$ cat src/rtl/fhpw_pkg.sv
package fhpw_pkg;

    // Index field width; supports up to 63 segments.
    localparam int unsigned EV_IDX_W = 6;

    typedef logic [EV_IDX_W-1:0] ev_idx_t;

    // One accepted first-hit event travelling to the pulse generator.
    typedef struct packed {
        logic    valid;
        ev_idx_t idx;
    } first_ev_t;

    localparam first_ev_t EV_NONE = '{valid: 1'b0, idx: '0};

    typedef enum logic {
        ARB_ARMED  = 1'b0,
        ARB_LOCKED = 1'b1
    } arb_state_t;

    function automatic int unsigned win_cnt_w(input int unsigned ticks);
        return $clog2(ticks + 1);
    endfunction

endpackage

$ cat src/rtl/fhpw_seg_window.sv
module fhpw_seg_window
    import fhpw_pkg::*;
#(
    parameter int unsigned NUM_HITS  = 28,
    parameter int unsigned WIN_TICKS = 112
) (
    input  logic                clk,
    input  logic                rst,
    input  logic [NUM_HITS-1:0] hit_i,
    input  logic [NUM_HITS-1:0] map_i,
    output logic                first_o,
    output logic                active_o
);

    localparam int unsigned CW = win_cnt_w(WIN_TICKS);

    logic          seg_or;
    logic          seg_or_q;
    logic [CW-1:0] cnt_q;

    assign seg_or   = |(hit_i & map_i);
    assign active_o = (cnt_q != '0);
    // A first hit is a fresh rise of the segment OR outside an open window.
    assign first_o  = seg_or & ~seg_or_q & ~active_o;

    always_ff @(posedge clk) begin
        if (rst) begin
            seg_or_q <= 1'b0;
            cnt_q    <= '0;
        end else begin
            seg_or_q <= seg_or;
            if (first_o) begin
                cnt_q <= CW'(WIN_TICKS);
            end else if (active_o) begin
                cnt_q <= cnt_q - 1'b1;
            end
        end
    end

    // an accepted edge opens the window on the following cycle
    p_window_opens_r6: assert property (@(posedge clk) disable iff (rst)
        first_o |=> (active_o && cnt_q == CW'(WIN_TICKS)));

    // a level that stays high never yields a second first hit
    p_level_no_refire_r9: assert property (@(posedge clk) disable iff (rst)
        (seg_or && $past(seg_or)) |-> !first_o);

endmodule

$ cat src/rtl/fhpw_arbiter.sv
module fhpw_arbiter
    import fhpw_pkg::*;
#(
    parameter int unsigned NUM_SEG = 40
) (
    input  logic               clk,
    input  logic               rst,
    input  logic [NUM_SEG-1:0] first_i,
    input  logic [NUM_SEG-1:0] active_i,
    output first_ev_t          ev_o
);

    arb_state_t   state_q;
    arb_state_t   state_d;
    logic         all_idle;
    logic         any_first;
    logic         accept;
    ev_idx_t      win_idx;
    logic [NUM_SEG-1:0] onehot_sel;
    logic [NUM_SEG-1:0] low_mask;

    assign all_idle  = ~|active_i;
    assign any_first = |first_i;

    // Fixed priority: scanning downward leaves the lowest set index.
    always_comb begin
        win_idx = '0;
        for (int s = NUM_SEG - 1; s >= 0; s--) begin
            if (first_i[s]) begin
                win_idx = ev_idx_t'(s + 1);
            end
        end
    end

    assign accept = any_first && ((state_q == ARB_ARMED) || all_idle);

    always_comb begin
        ev_o.valid = accept;
        ev_o.idx   = accept ? win_idx : '0;
    end

    always_comb begin
        state_d = state_q;
        if (accept) begin
            state_d = ARB_LOCKED;
        end else if (all_idle) begin
            state_d = ARB_ARMED;
        end
    end

    always_ff @(posedge clk) begin
        if (rst) begin
            state_q <= ARB_ARMED;
        end else begin
            state_q <= state_d;
        end
    end

    assign onehot_sel = NUM_SEG'(1) << (ev_o.idx - 1'b1);
    assign low_mask   = onehot_sel - NUM_SEG'(1);

    // the granted segment saw a first hit and none below it did
    p_lowest_wins_r4: assert property (@(posedge clk) disable iff (rst)
        ev_o.valid |-> (((first_i & onehot_sel) != '0) && ((first_i & low_mask) == '0)));

    // two accepted events never come back to back
    p_lockout_after_accept_r6: assert property (@(posedge clk) disable iff (rst)
        ev_o.valid |=> !ev_o.valid);

    // an accepted event always carries an index in range
    p_index_range_r1: assert property (@(posedge clk) disable iff (rst)
        ev_o.valid |-> (ev_o.idx >= 1 && ev_o.idx <= ev_idx_t'(NUM_SEG)));

endmodule

$ cat src/rtl/fhpw_delay_line.sv
module fhpw_delay_line
    import fhpw_pkg::*;
#(
    parameter int unsigned DEPTH = 24
) (
    input  logic      clk,
    input  logic      rst,
    input  first_ev_t ev_i,
    output first_ev_t ev_o
);

    first_ev_t stg_q [DEPTH];

    always_ff @(posedge clk) begin
        if (rst) begin
            for (int i = 0; i < int'(DEPTH); i++) begin
                stg_q[i] <= EV_NONE;
            end
        end else begin
            stg_q[0] <= ev_i;
            for (int i = 1; i < int'(DEPTH); i++) begin
                stg_q[i] <= stg_q[i-1];
            end
        end
    end

    assign ev_o = stg_q[DEPTH-1];

    // the first stage always follows its input by one tick
    p_stage_follows_r2: assert property (@(posedge clk) disable iff (rst)
        ev_i.valid |=> (stg_q[0].valid && stg_q[0].idx == $past(ev_i.idx)));

endmodule

$ cat src/rtl/fhpw_pulse_gen.sv
module fhpw_pulse_gen
    import fhpw_pkg::*;
(
    input  logic      clk,
    input  logic      rst,
    input  first_ev_t ev_i,
    output logic      pulse_o,
    output ev_idx_t   idx_o
);

    logic    pulse_q;
    ev_idx_t idx_q;
    ev_idx_t rem_q;

    always_ff @(posedge clk) begin
        if (rst) begin
            pulse_q <= 1'b0;
            idx_q   <= '0;
            rem_q   <= '0;
        end else if (ev_i.valid) begin
            pulse_q <= 1'b1;
            idx_q   <= ev_i.idx;
            rem_q   <= ev_i.idx;
        end else if (pulse_q) begin
            if (rem_q == '0) begin
                pulse_q <= 1'b0;
                idx_q   <= '0;
            end else begin
                rem_q <= rem_q - 1'b1;
            end
        end
    end

    assign pulse_o = pulse_q;
    assign idx_o   = idx_q;

    // the lockout guarantees a new event never lands on a live pulse
    p_no_overlap_r3: assert property (@(posedge clk) disable iff (rst)
        ev_i.valid |-> !pulse_q);

    // the pulse only ends once its width count has run out
    p_width_done_r3: assert property (@(posedge clk) disable iff (rst)
        (pulse_q && !ev_i.valid && rem_q != '0) |=> pulse_q);

    // the index is steady through a pulse and zero when idle
    p_idx_steady_r7: assert property (@(posedge clk) disable iff (rst)
        (pulse_q && $past(pulse_q)) |-> $stable(idx_q));

    p_idx_idle_r7: assert property (@(posedge clk) disable iff (rst)
        !pulse_q |-> (idx_q == '0));

endmodule

$ cat src/rtl/first_hit_width_enc.sv
module first_hit_width_enc
    import fhpw_pkg::*;
#(
    parameter int unsigned NUM_SEG     = 40,
    parameter int unsigned NUM_HITS    = 28,
    parameter int unsigned WIN_TICKS   = 112,
    parameter int unsigned DELAY_TICKS = 24
) (
    input  logic                         clk,
    input  logic                         rst,
    input  logic [NUM_HITS-1:0]          hit_i,
    input  logic [NUM_SEG*NUM_HITS-1:0]  seg_map_i,
    output logic                         pulse_o,
    output logic [EV_IDX_W-1:0]          seg_idx_o
);

    localparam int unsigned IDX_W = EV_IDX_W;

    logic [NUM_SEG-1:0] seg_first;
    logic [NUM_SEG-1:0] seg_active;
    first_ev_t          ev_acc;
    first_ev_t          ev_dly;
    ev_idx_t            idx_w;

    for (genvar s = 0; s < NUM_SEG; s++) begin : g_seg
        fhpw_seg_window #(
            .NUM_HITS  (NUM_HITS),
            .WIN_TICKS (WIN_TICKS)
        ) u_win (
            .clk      (clk),
            .rst      (rst),
            .hit_i    (hit_i),
            .map_i    (seg_map_i[s*NUM_HITS +: NUM_HITS]),
            .first_o  (seg_first[s]),
            .active_o (seg_active[s])
        );
    end

    fhpw_arbiter #(
        .NUM_SEG (NUM_SEG)
    ) u_arb (
        .clk      (clk),
        .rst      (rst),
        .first_i  (seg_first),
        .active_i (seg_active),
        .ev_o     (ev_acc)
    );

    fhpw_delay_line #(
        .DEPTH (DELAY_TICKS)
    ) u_dly (
        .clk  (clk),
        .rst  (rst),
        .ev_i (ev_acc),
        .ev_o (ev_dly)
    );

    fhpw_pulse_gen u_pg (
        .clk     (clk),
        .rst     (rst),
        .ev_i    (ev_dly),
        .pulse_o (pulse_o),
        .idx_o   (idx_w)
    );

    assign seg_idx_o = idx_w[IDX_W-1:0];

    // every pulse starts with a legal segment index on the side output
    p_rise_index_r3: assert property (@(posedge clk) disable iff (rst)
        $rose(pulse_o) |-> (seg_idx_o >= 1 && seg_idx_o <= IDX_W'(NUM_SEG)));

    // outputs are cleared on the edge after reset is seen
    p_reset_clears_r8: assert property (@(posedge clk)
        $past(rst) |-> (!pulse_o && seg_idx_o == '0));

endmodule

$ cat config.mk
export PLATFORM = sky130hd
export DESIGN_NAME = first_hit_width_enc
export DESIGN_NICKNAME = d
export VERILOG_FILES = /design/src/rtl/fhpw_pkg.sv /design/src/rtl/fhpw_seg_window.sv /design/src/rtl/fhpw_arbiter.sv /design/src/rtl/fhpw_delay_line.sv /design/src/rtl/fhpw_pulse_gen.sv /design/src/rtl/first_hit_width_enc.sv
export SDC_FILE = /design/constraint.sdc
export NUM_CORES = 1
export LEC_CHECK = 0
export BUFFER_PORTS_ARGS = -buffer_cell sky130_fd_sc_hd__buf_4
export CAP_MARGIN = 15
export CORE_AREA = 5 5 446 448
export CTS_CLUSTER_DIAMETER = 200
export CTS_CLUSTER_SIZE = 25
export DETAILED_ROUTE_END_ITERATION = 6
export DIE_AREA = 0 0 451 453
export HOLD_SLACK_MARGIN = 0.06
export PLACE_DENSITY_LB_ADDON = 0.2
export SLEW_MARGIN = 20
export SYNTH_ARGS = -nofsm -noshare
export SYNTH_HDL_FRONTEND = slang
export SYNTH_SLANG_ARGS = --single-unit
$ cat constraint.sdc
create_clock -name clk -period 4.1 [get_ports clk]
set_clock_uncertainty 0.2 [all_clocks]
set_input_delay 0 -clock clk [delete_from_list [all_inputs] [get_ports clk]]
set_output_delay 0 -clock clk [all_outputs]
set_load 0.005 [all_outputs]
==> key figures <==
Drt
  • Routed Antenna Nets: 0
  • Vias/cell: 4.45
  • Wire per inst: 26.8 µm
  • DR iter-0 viols: 2605
  • Drt drc: 2
  • Via count: 30300
  • Drt pass-1 iters: 7
  • Total wire length: 183000 µm

Setup path
  • Max incr delay on CP: 590 ps
  • RR Endpoint: u_dly.stg_q[0][5]$_SDFF_PP0_
  • CP required: 4420 ps
  • Setup crit start: hit_i[27]
  • Worst reg2reg path depth: 11
  • Slowest-stage cell, CP: dlygate4sd3_1
  • R2R Setup Slk: 220 ps
  • Startpoint Class: input pin
  • Critical path depth: 15
  • FF-to-FF Start: g_seg[1].u_win.cnt_q[0]$_SDFFE_PP0N_
  • CP Buf/Inv Count: 6
  • Critical path endpoint category: register
  • Worst Setup EP: u_dly.stg_q[0][5]$_SDFF_PP0_
  • Setup Crit Path Kind: input pin to register
  • Critical path's top delay family: buffers and inverters
  • Worst path cell trace: buf_4 -> buf_4 -> buf_4 -> a22oi_1 -> dlygate4sd3_1 -> nand2_1 -> dlygate4sd3_1 -> nor4_1 -> buf_4 -> nor3_1 -> nor2_1 -> nand4b_1 -> nor4_2 -> or3_4 -> nor4b_2
  • CP dominant cell by count: buf_4
  • Crit path DAT: 4310 ps
  • Max Fanout on Critical Path: 19

Synth
  • Asr flop ratio synth: 0%
  • Syn nets: 4070
  • Mapped Avg Cell Area: 8.63 µm²
  • Mapped cell area: 24700 µm²
  • YS warnings: 0
  • Cells after Synth: 2865
  • Post-synth EDFFs: 0
  • Yosys cell types: 54
  • Post-synthesis sequential area ratio: 40.6%
  • Synth Register Bits: 502
  • Top_reg_cell synth: dfxtp_1

STA
  • # setup viols final: 0
  • Final Cycle Share: 97.2%
  • Hold_ws: 110 ps
  • Max Slew Vio Count: 0
  • Tmin final: 3990 ps
  • Slew margin rel.: 41.6%
  • Fmax achieved: 0.251 GHz
  • Pin slew with the least headroom to its limit: 869 ps
  • Post-route setup slack: 113 ps
  • Final Hold Fails: 0

Floorplan
  • Ports: 1157
  • Die ar.: 204000 µm²
  • Core area: 194000 µm²
  • Core Rows: 162
  • Initial Util: 12.7%
  • Die W: 451 µm
  • Die Y: 453 µm

Placed design
  • GPL Wtd Cong: 0.958
  • Cells after DPL: 6611
  • Final HPWL from detailed placement: 146000 µm
  • Post-Place Setup Slack: 109 ps
  • Buffers on Ports: 1156
  • Placed Area: 37900 µm²

Power and ir drop
  • Pwr Density: 482 nW/µm²
  • Sequential share of power: 36.1%
  • Switching Share: 40.0%
  • Comb power frac: 49.8%
  • Internal power: 11700 µW
  • Clock network fraction of total power: 14.1%
  • VDD IR max: 0.304 mV
  • Sw power: 7770 µW
  • LEAKAGE: 0.0166 µW

Run status
  • Outcome: finished, violations left
  • Failing checks: design-rule violations

Clock tree
  • Worst skew pair latency: 600 ps
  • Clock Sinks: 502
  • CTS tree: done
  • Clk buf depth: 3
  • Num CTS Buffers: 24
  • H-Tree Level Count: 1
  • CTS root buf: clkbuf_16
  • Postcts setup bufs: 0
  • Clock-pin slew on the worst setup and hold paths: 110 ps

Finish
  • Post-layout instance area: 40300 µm²
  • Core Util, Final: 20.8%
  • Most frequent cells in the layout: buf_4, a22oi_1, dfxtp_1
  • Post-layout nets: 5463
  • Non-Filler Instances: 6813
  • Most common cell after layout, fill and taps aside: buf_4
  • Area Overhead vs Synth: 63.0%
  • Layout cell share with drive strength beyond 1: 34.0%

GRT
  • First-pass GRT wire length: 243000 µm
  • Initial antenna violation count: 36
  • Largest net degree at the start of global routing: 161
  • GRT Util Overall: 16.7%
  • Number of global-route vias before repair: 30300
  • GR Overflow Total: 0

Run
  • Max Cap Viol: 0

Hold path
  • Hold Crit Class: input pin to register
## cell usage after synthesis (all sizes together), types with 2 or more instances
library cell | n | area [µm²]
xnor2 | 96 | 841
nand4 | 127 | 795
a2111oi | 20 | 175
nor2b | 167 | 1040
a22o | 6 | 52.6
o21bai | 3 | 22.5
a211oi | 68 | 515
dfxtp | 502 | 10000
a221oi | 6 | 52.6
buf | 70 | 317
nor3b | 3 | 22.5
a2111o | 2 | 22.5
and3b | 3 | 26.3
or3 | 38 | 243
mux2i | 2 | 20.0
o21ai | 7 | 35.0
ha | 55 | 688
nand3 | 21 | 105
or2 | 4 | 25.0
or4 | 11 | 82.6
a311oi | 56 | 490
nor4 | 116 | 751
inv | 101 | 379
a21oi | 65 | 325
o31ai | 20 | 150
a22oi | 554 | 4160
nor3 | 251 | 1260
or3b | 7 | 61.3
nand2 | 88 | 330
clkbuf | 109 | 409
xor2 | 13 | 114
nor2 | 241 | 905
nor4b | 2 | 23.8
a31oi | 6 | 37.5
nand3b | 15 | 113
## kinds of logic after synthesis
| kind of cell | Yosys count | synth area share, % |
|---|---|---|
| flops | 502 | 40.6 |
| simple gates | 1098 | 23.5 |
| buf+inv | 280 | 4.47 |
| fa+ha+maj | 55 | 2.78 |
| xor+xnor | 109 | 3.86 |
| compound gates | 818 | 24.6 |
| mux | 3 | 0.126 |
## layout make-up
cell class | instances | area, µm²
tap | 2542 | 3180
clock inverter | 1 | 30.0
fill | 21700 | 154000
inverter | 101 | 379
clock buffer | 25 | 626
antenna | 13 | 32.5
sequential | 502 | 10000
timing repair buffer | 1546 | 12200
multi-input combinational | 2083 | 13800
## how the worst min path moves through the flow
stage	depth (start not counted)	slack, ps	end	from
after detailed placement	5	180	g_seg[6].u_win.seg_or_q$_SDFF_PP0_	seg_map_i[177]
after global placement	5	170	g_seg[6].u_win.seg_or_q$_SDFF_PP0_	seg_map_i[177]
after CTS	8	70	g_seg[7].u_win.cnt_q[0]$_SDFFE_PP0P_	seg_map_i[222]
after floorplan	4	30	g_seg[20].u_win.seg_or_q$_SDFF_PP0_	seg_map_i[580]
final	8	110	g_seg[7].u_win.cnt_q[0]$_SDFFE_PP0P_	seg_map_i[222]
after global routing	8	120	g_seg[30].u_win.cnt_q[1]$_SDFFE_PP0N_	seg_map_i[853]
## power groups by stage
stage	sequential [µW]	combinational [µW]	clock (µW)
floorplan	6880	5930	0
finish	7010	9690	2750
global route	7180	10800	3080
global placement	7110	9500	0
CTS	7000	9710	2940
detailed placement	7100	9540	0
## stage by stage
step | power, µW | setup TNS, ps
finish | 19400 | 0
global route | 21100 | -8.00
CTS | 19600 | 0
detailed placement | 16600 | 0
global placement | 16600 | 0
floorplan | 12800 | 0
## worst reg2reg max path, stage by stage, from the launching register on
cell     delay (ps)
dfxtp_1         350
inv_1            80
ha_1            200
or3b_1          380
or4_1           570
nor4_2          370
nand4_1         120
or4_1           560
o41ai_2         300
inv_2            90
or3_4           380
nor4b_2         220
## per-layer routing
layer	up-vias	track usage, %	share of wire [%]	wire [µm]
met5	-	0	0.057	105
met4	16	5.83	4.1	7440
met3	311	2.85	5.9	10800
met2	1359	28.4	47	86000
met1	14800	21.4	43	78400
li1	13800	-	-	-
## repair_timing
action,4_1_cts,5_1_grt
gates resized for setup,0,9
endpoints found under the setup margin,0,8
hold buffers,163,0
hold endpoints to repair,225,0
## sequential cells by signal, indices dropped and copies added, names as in the netlist
register	count
g_seg.u_win.cnt_q	280
u_pg.idx_o	6
u_dly.stg_q	168
g_seg.u_win.seg_or_q	40
u_arb.state_q	1
u_pg.pulse_o	1
u_pg.rem_q	6
(Power assumes the default switching activity.)
